[src/rtl/fgr_pkg.sv]
package fgr_pkg;
    localparam int BYTE_W = 8;
    localparam int WORD_W = 2 * BYTE_W;

    localparam logic [7:0] ADDR_STATUS  = 8'h01;
    localparam logic [7:0] ADDR_FEATURE = 8'h08;
    localparam logic [7:0] ADDR_CUR_HI  = 8'h0E;
    localparam logic [7:0] ADDR_CUR_LO  = 8'h0F;
    localparam logic [7:0] ADDR_ACC_HI  = 8'h10;
    localparam logic [7:0] ADDR_ACC_LO  = 8'h11;

    localparam int BIT_SLEEP_EN = 6;
    localparam int BIT_OPSEL    = 4;

    localparam logic [7:0] OPC_PRIMARY = 8'h33;
    localparam logic [7:0] OPC_ALT     = 8'h39;

    localparam int NUM_PAIRS = 2;
    localparam int PAIR_CUR  = 0;
    localparam int PAIR_ACC  = 1;

    typedef struct packed {
        logic [BYTE_W-1:0] rd_data;
        logic              sleep_en;
        logic              opsel;
        logic [WORD_W-1:0] acc;
    } bank_state_t;
endpackage

[src/rtl/fgr_snap_pair.sv]
module fgr_snap_pair #(
    parameter int W = 16
) (
    input  logic         clk,
    input  logic         rst_n,
    input  logic [W-1:0] live,
    input  logic         capture,
    input  logic         rel,
    output logic         held,
    output logic [W-1:0] value
);
    typedef struct packed {
        logic         held;
        logic [W-1:0] val;
    } snap_t;

    snap_t s_d, s_q;

    always_comb begin
        s_d = s_q;
        if (rel) begin
            s_d.held = 1'b0;
        end else if (capture && !s_q.held) begin
            s_d.held = 1'b1;
            s_d.val  = live;
        end
    end

    always_ff @(posedge clk or negedge rst_n) begin
        if (!rst_n) s_q <= '0;
        else        s_q <= s_d;
    end

    assign held  = s_q.held;
    assign value = s_q.val;
endmodule

[src/rtl/fgr_low_timer.sv]
module fgr_low_timer #(
    parameter int LIMIT = 16
) (
    input  logic clk,
    input  logic rst_n,
    input  logic line,
    input  logic tick,
    output logic expired
);
    localparam int CW = $clog2(LIMIT + 1);
    localparam logic [CW-1:0] LIM = CW'(LIMIT);

    logic [CW-1:0] cnt_d, cnt_q;

    always_comb begin
        cnt_d = cnt_q;
        if (line)                     cnt_d = '0;
        else if (tick && cnt_q != LIM) cnt_d = cnt_q + CW'(1);
    end

    always_ff @(posedge clk or negedge rst_n) begin
        if (!rst_n) cnt_q <= '0;
        else        cnt_q <= cnt_d;
    end

    assign expired = (cnt_q == LIM);
endmodule

[src/rtl/fuel_regbank.sv]
module fuel_regbank
    import fgr_pkg::*;
#(
    parameter int LOW_TICKS = 16
) (
    input  logic              clk,
    input  logic              rst_n,
    input  logic [7:0]        addr,
    input  logic              rd_en,
    input  logic              wr_en,
    input  logic [BYTE_W-1:0] wr_data,
    input  logic              rd_cmd_active,
    input  logic [WORD_W-1:0] cur_in,
    input  logic [WORD_W-1:0] acc_in,
    input  logic              acc_valid,
    input  logic              bus_line,
    input  logic              tick,
    output logic [BYTE_W-1:0] rd_data,
    output logic [WORD_W-1:0] acc_value,
    output logic              sleep_req,
    output logic [7:0]        addr_read_opcode
);
    localparam logic [NUM_PAIRS-1:0][7:0] HI_ADDR = {ADDR_ACC_HI, ADDR_CUR_HI};

    bank_state_t q, d;

    logic [NUM_PAIRS-1:0][WORD_W-1:0] live;
    logic [NUM_PAIRS-1:0][WORD_W-1:0] snap_val;
    logic [NUM_PAIRS-1:0][WORD_W-1:0] shown;
    logic [NUM_PAIRS-1:0]             held;
    logic                             low_expired;

    assign live[PAIR_CUR] = cur_in;
    assign live[PAIR_ACC] = q.acc;

    for (genvar i = 0; i < NUM_PAIRS; i++) begin : g_pair
        logic cap;
        assign cap = rd_en && rd_cmd_active && (addr == HI_ADDR[i]);
        fgr_snap_pair #(.W(WORD_W)) u_snap (
            .clk     (clk),
            .rst_n   (rst_n),
            .live    (live[i]),
            .capture (cap),
            .rel     (!rd_cmd_active),
            .held    (held[i]),
            .value   (snap_val[i])
        );
        assign shown[i] = held[i] ? snap_val[i] : live[i];
    end

    fgr_low_timer #(.LIMIT(LOW_TICKS)) u_timer (
        .clk     (clk),
        .rst_n   (rst_n),
        .line    (bus_line),
        .tick    (tick),
        .expired (low_expired)
    );

    logic [BYTE_W-1:0] ctrl_byte;
    logic [BYTE_W-1:0] rd_mux;

    always_comb begin
        ctrl_byte               = '0;
        ctrl_byte[BIT_SLEEP_EN] = q.sleep_en;
        ctrl_byte[BIT_OPSEL]    = q.opsel;
    end

    always_comb begin
        unique case (addr)
            ADDR_STATUS, ADDR_FEATURE: rd_mux = ctrl_byte;
            ADDR_CUR_HI: rd_mux = shown[PAIR_CUR][WORD_W-1:BYTE_W];
            ADDR_CUR_LO: rd_mux = shown[PAIR_CUR][BYTE_W-1:0];
            ADDR_ACC_HI: rd_mux = shown[PAIR_ACC][WORD_W-1:BYTE_W];
            ADDR_ACC_LO: rd_mux = shown[PAIR_ACC][BYTE_W-1:0];
            default:     rd_mux = '0;
        endcase
    end

    always_comb begin
        d = q;
        if (acc_valid) d.acc = acc_in;
        if (wr_en) begin
            unique case (addr)
                ADDR_FEATURE: begin
                    d.sleep_en = wr_data[BIT_SLEEP_EN];
                    d.opsel    = wr_data[BIT_OPSEL];
                end
                ADDR_ACC_HI: d.acc[WORD_W-1:BYTE_W] = wr_data;
                ADDR_ACC_LO: d.acc[BYTE_W-1:0]      = wr_data;
                default: ;
            endcase
        end
        if (rd_en) d.rd_data = rd_mux;
    end

    always_ff @(posedge clk or negedge rst_n) begin
        if (!rst_n) q <= '0;
        else        q <= d;
    end

    assign rd_data          = q.rd_data;
    assign acc_value        = q.acc;
    assign sleep_req        = q.sleep_en && low_expired;
    assign addr_read_opcode = q.opsel ? OPC_ALT : OPC_PRIMARY;
endmodule

[config.mk]
export PLATFORM = sky130hd
export DESIGN_NAME = fuel_regbank
export DESIGN_NICKNAME = d
export VERILOG_FILES = /design/src/rtl/fgr_pkg.sv /design/src/rtl/fgr_snap_pair.sv /design/src/rtl/fgr_low_timer.sv /design/src/rtl/fuel_regbank.sv
export SDC_FILE = /design/constraint.sdc
export NUM_CORES = 1
export LEC_CHECK = 0
export BUFFER_PORTS_ARGS = -buffer_cell sky130_fd_sc_hd__buf_2
export CAP_MARGIN = 5
export CELL_PAD_IN_SITES_DETAIL_PLACEMENT = 0
export CELL_PAD_IN_SITES_GLOBAL_PLACEMENT = 1
export CORE_MARGIN = 1
export CORE_UTILIZATION = 38
export CTS_BUF_LIST = sky130_fd_sc_hd__clkbuf_2 sky130_fd_sc_hd__clkbuf_4 sky130_fd_sc_hd__clkbuf_8
export CTS_CLUSTER_SIZE = 20
export DETAILED_ROUTE_END_ITERATION = 6
export PLACE_DENSITY = 0.82
export SYNTH_ARGS = -nofsm -noshare
export SYNTH_HDL_FRONTEND = slang
export SYNTH_HIERARCHICAL = 1
export SYNTH_SLANG_ARGS = --single-unit
[constraint.sdc]
create_clock -name clk -period 1.68 [get_ports clk]
set_clock_uncertainty 0.15 [all_clocks]
set_input_delay 0.252 -clock clk [delete_from_list [all_inputs] [get_ports clk]]
set_output_delay 0.252 -clock clk [all_outputs]
set_load 0.005 [all_outputs]
==> impl_metrics.yaml <==
floorplan:
  start_util_pct: 40.0
  rows: 33
  die_area_um2: 9160
  io_pins: 89
  fp.dieW_um: 95.7
  die_height_um: 95.7
  coreArea_um2: 8340
power_and_ir_drop:
  power_density_nw_per_um2: 774
  total_power_mw: 3.48
  vdd_drop_max_mv: 0.360
  p_leak_nw: 2.11
placement:
  hpwl_um: 5550
  portBuffers: 82
  pre_cts_ws_ps: -513
  gp_congestion: 0.779
synth:
  synth-seq-cells: 65
  synth_cell_types: 35
  yosys_warnings: 6
  synth_top_area_cell: "dfrtp_1"
  ys_seq_area_share_pct: 48.7
  syn-instance-count: 280
  avgSynthCellArea_um2: 11.9
  netlist_area_um2: 3340
  ys_top_cells_by_area: "dfrtp_1 49%, mux2_2 12%, mux2i_1 9.9%"
  netlist.area_leader.share_pct: 48.7
sta:
  final-hold-violation-count: 0
  finalSetupViolations: 17
  fin_crit_ps: 1820
  fmax_ghz: 0.551
  setup_ws_ps: -135
  finalMaxSlewViolations: 0
  period_share_pct: 108
  final.setup.tns_ps: -1800
  holdWs_ps: 11.4
  rsz0062_at_grt: "true"
clocking:
  cts_buffers: 9
  clk_latency_ps: 330
  cts_tree: "yes"
  htreeDepth: 3
  clkTransAtPathRegs_ps: 70
  clockRootBuffer: "clkbuf_8"
  clk_path_buf_depth: 2
  cts.sinks: 65
run:
  cap_violations: 0
routing:
  drcViolationCount: 0
  drt-total-wl_um: 7950
  viasPerCell: 5.11
  wl_per_cell_um: 15.9
  drt-pass1-iter-count: 4
  antenna_left: 0
  vias: 2552
  drtIter0Drc: 76
setup_path:
  crit_fanout: 16
  cp_data_required_time_ps: 1750
  rr_worst_depth: 4
  rr_endpoint: "rd_data[6]$_DFFE_PN0P_"
  path_class: "in -> reg"
  critPathArrivalTime_ps: 1880
  reg2reg_slack_ps: 30
  timing.rr.start: "g_pair[0].u_snap/held$_DFFE_PN0P_"
  endpoint_kind: "flop"
  critPathLaunchType: "input pin"
grt:
  antenna_found_initial: 0
  grt_usage_pct: 18.4
  grt_max_degree: 66
  grt_pass1_wl_um: 12500
  gr-total-overflow: 0
  grt_pass1_vias: 2508
min_path:
  min_from: "cur_in[8]"
  min_path_cells: 2
  worstHoldEndpoint: "g_pair[0].u_snap/value[8]$_DFFE_PN0P_"
  min_path_type: "in -> reg"
layout:
  multi_input_area_um2: 1750
  layout-drive-gt1-share_pct: 47.5
  area.growth.synth_to_final_pct: 34.5
  nNetsFinal: 447
  fill_cells: 741
  utilization_pct: 53.8
  num_antenna_cells: 0
  seq_area_um2: 1630
status:
  outcome: "finished with violations"
  violations: "negative setup slack"
## per-stage QoR
step,cells,cell area [µm²]
2_1_floorplan,284,3490
3_3_place_gp,469,4090
3_5_place_dp,469,4090
4_1_cts,496,4440
5_1_grt,499,4490
6_report,499,4490
## critical path: stages
cell and delay, ps:
buf_8 100, nor4_4 290, and4_1 240, nor3b_2 200
nor3b_4 250, buf_12 200, mux2_2 340
## placed cells by master (no fill, tap or decap), types with 2 or more instances in the layout
master         count
nor2_1            33
a21oi_1           23
clkbuf_8          10
dlygate4sd3_1      5
inv_2              2
conb_1             6
a22oi_2            3
xor2_1             3
buf_6              5
nor3_1             2
nand2b_1           2
inv_1              2
buf_4             22
a22oi_1            5
mux2i_1           33
nor3b_4            2
mux2_2             6
buf_12             4
buf_8              2
dfrtp_1           65
clkinv_2           4
a31oi_1            2
buf_2             79
nand2_1            8
mux2_4            29
mux4_2             8
o22ai_1            8
nand4_1            3
## final cells by class
type	count	share of cell area [%]
multi-input cells	192	38.9
clock inverters	6	1.28
flip-flops and latches	65	36.2
clock buffers	10	3.06
repair buffers	117	17.3
well taps	105	2.93
inverters	4	0.334
## power breakdown
part / internal (mW) / leakage, nW / switching, mW
Combinational: 0.244 / 1.15 / 0.216
Sequential: 1.64 / 0.857 / 0.0677
Clock: 0.715 / 0.102 / 0.597
## routing by layer
| metal | vias up | share of wire [%] | global-route usage, % |
|---|---|---|---|
| li1 | 1217 | - | - |
| met1 | 1254 | 48 | 25.6 |
| met2 | 76 | 46 | 29.3 |
| met3 | 5 | 5.2 | 3.08 |
| met4 | 0 | 0.79 | 5.97 |
| met5 | - | 0 | 0 |
## state kept, by name (all words and copies together) (netlist names)
signal / count
g_pair.u_snap/value: 32
rd_data: 8
acc_value: 16
ctrl_byte: 2
u_timer/cnt_q: 5
g_pair.u_snap/held: 2
## what timing repair did
item | in CTS | in global routing
hold buffers | 4 | 1
setup endpoints to repair | 33 | 39
gates cloned | 1 | 0
buffers inserted | 6 | 4
gates resized for setup | 13 | 14
hold endpoints to repair | 70 | 1
pin swaps | 2 | 4
## cells in the mapped netlist, drive strengths merged
cell type  count
a22oi          8
a31oi          2
mux2i         33
inv            4
o22ai          8
mux4           8
nor3b          3
clkbuf         2
nand2          8
nand4          3
nand3          1
and3           1
nor2          34
buf           21
nor4b          1
or3            1
and2           1
ha             2
and4bb         1
and4           1
or4b           1
nor2b          1
a21oi         23
nand2b         2
or4            1
nor3           2
conb           2
xor2           3
dfrtp         65
mux2          35
nor4           2
## kinds of logic (layout without fill, tap and decap cells)
group,Yosys count,count (layout),synth area share [%]
mux,76,76,27.1
xor+xnor,3,3,0.787
fa+ha+maj,2,2,0.750
flops,65,65,48.7
other cells,2,6,0.225
buf+inv,27,137,4.91
simple gates,64,64,10.4
compound gates,41,41,7.12
## worst max path at each step
stage               cells after the start  slack (ps)                    startpoint                                endpoint
global placement                        7        -470                       addr[6]   g_pair[0].u_snap/value[9]$_DFFE_PN0P_
finish                                  7        -140                       addr[6]  g_pair[0].u_snap/value[12]$_DFFE_PN0P_
global route                            7        -220                       addr[6]  g_pair[0].u_snap/value[12]$_DFFE_PN0P_
floorplan                               7        -480                       addr[6]   g_pair[0].u_snap/value[0]$_DFFE_PN0P_
detailed placement                      7        -510                       addr[6]  g_pair[0].u_snap/value[10]$_DFFE_PN0P_
CTS                                     5        -150  u_timer/cnt_q[0]$_DFFE_PN0P_                               sleep_req
Note: power is estimated with default switching activity, not from simulation.
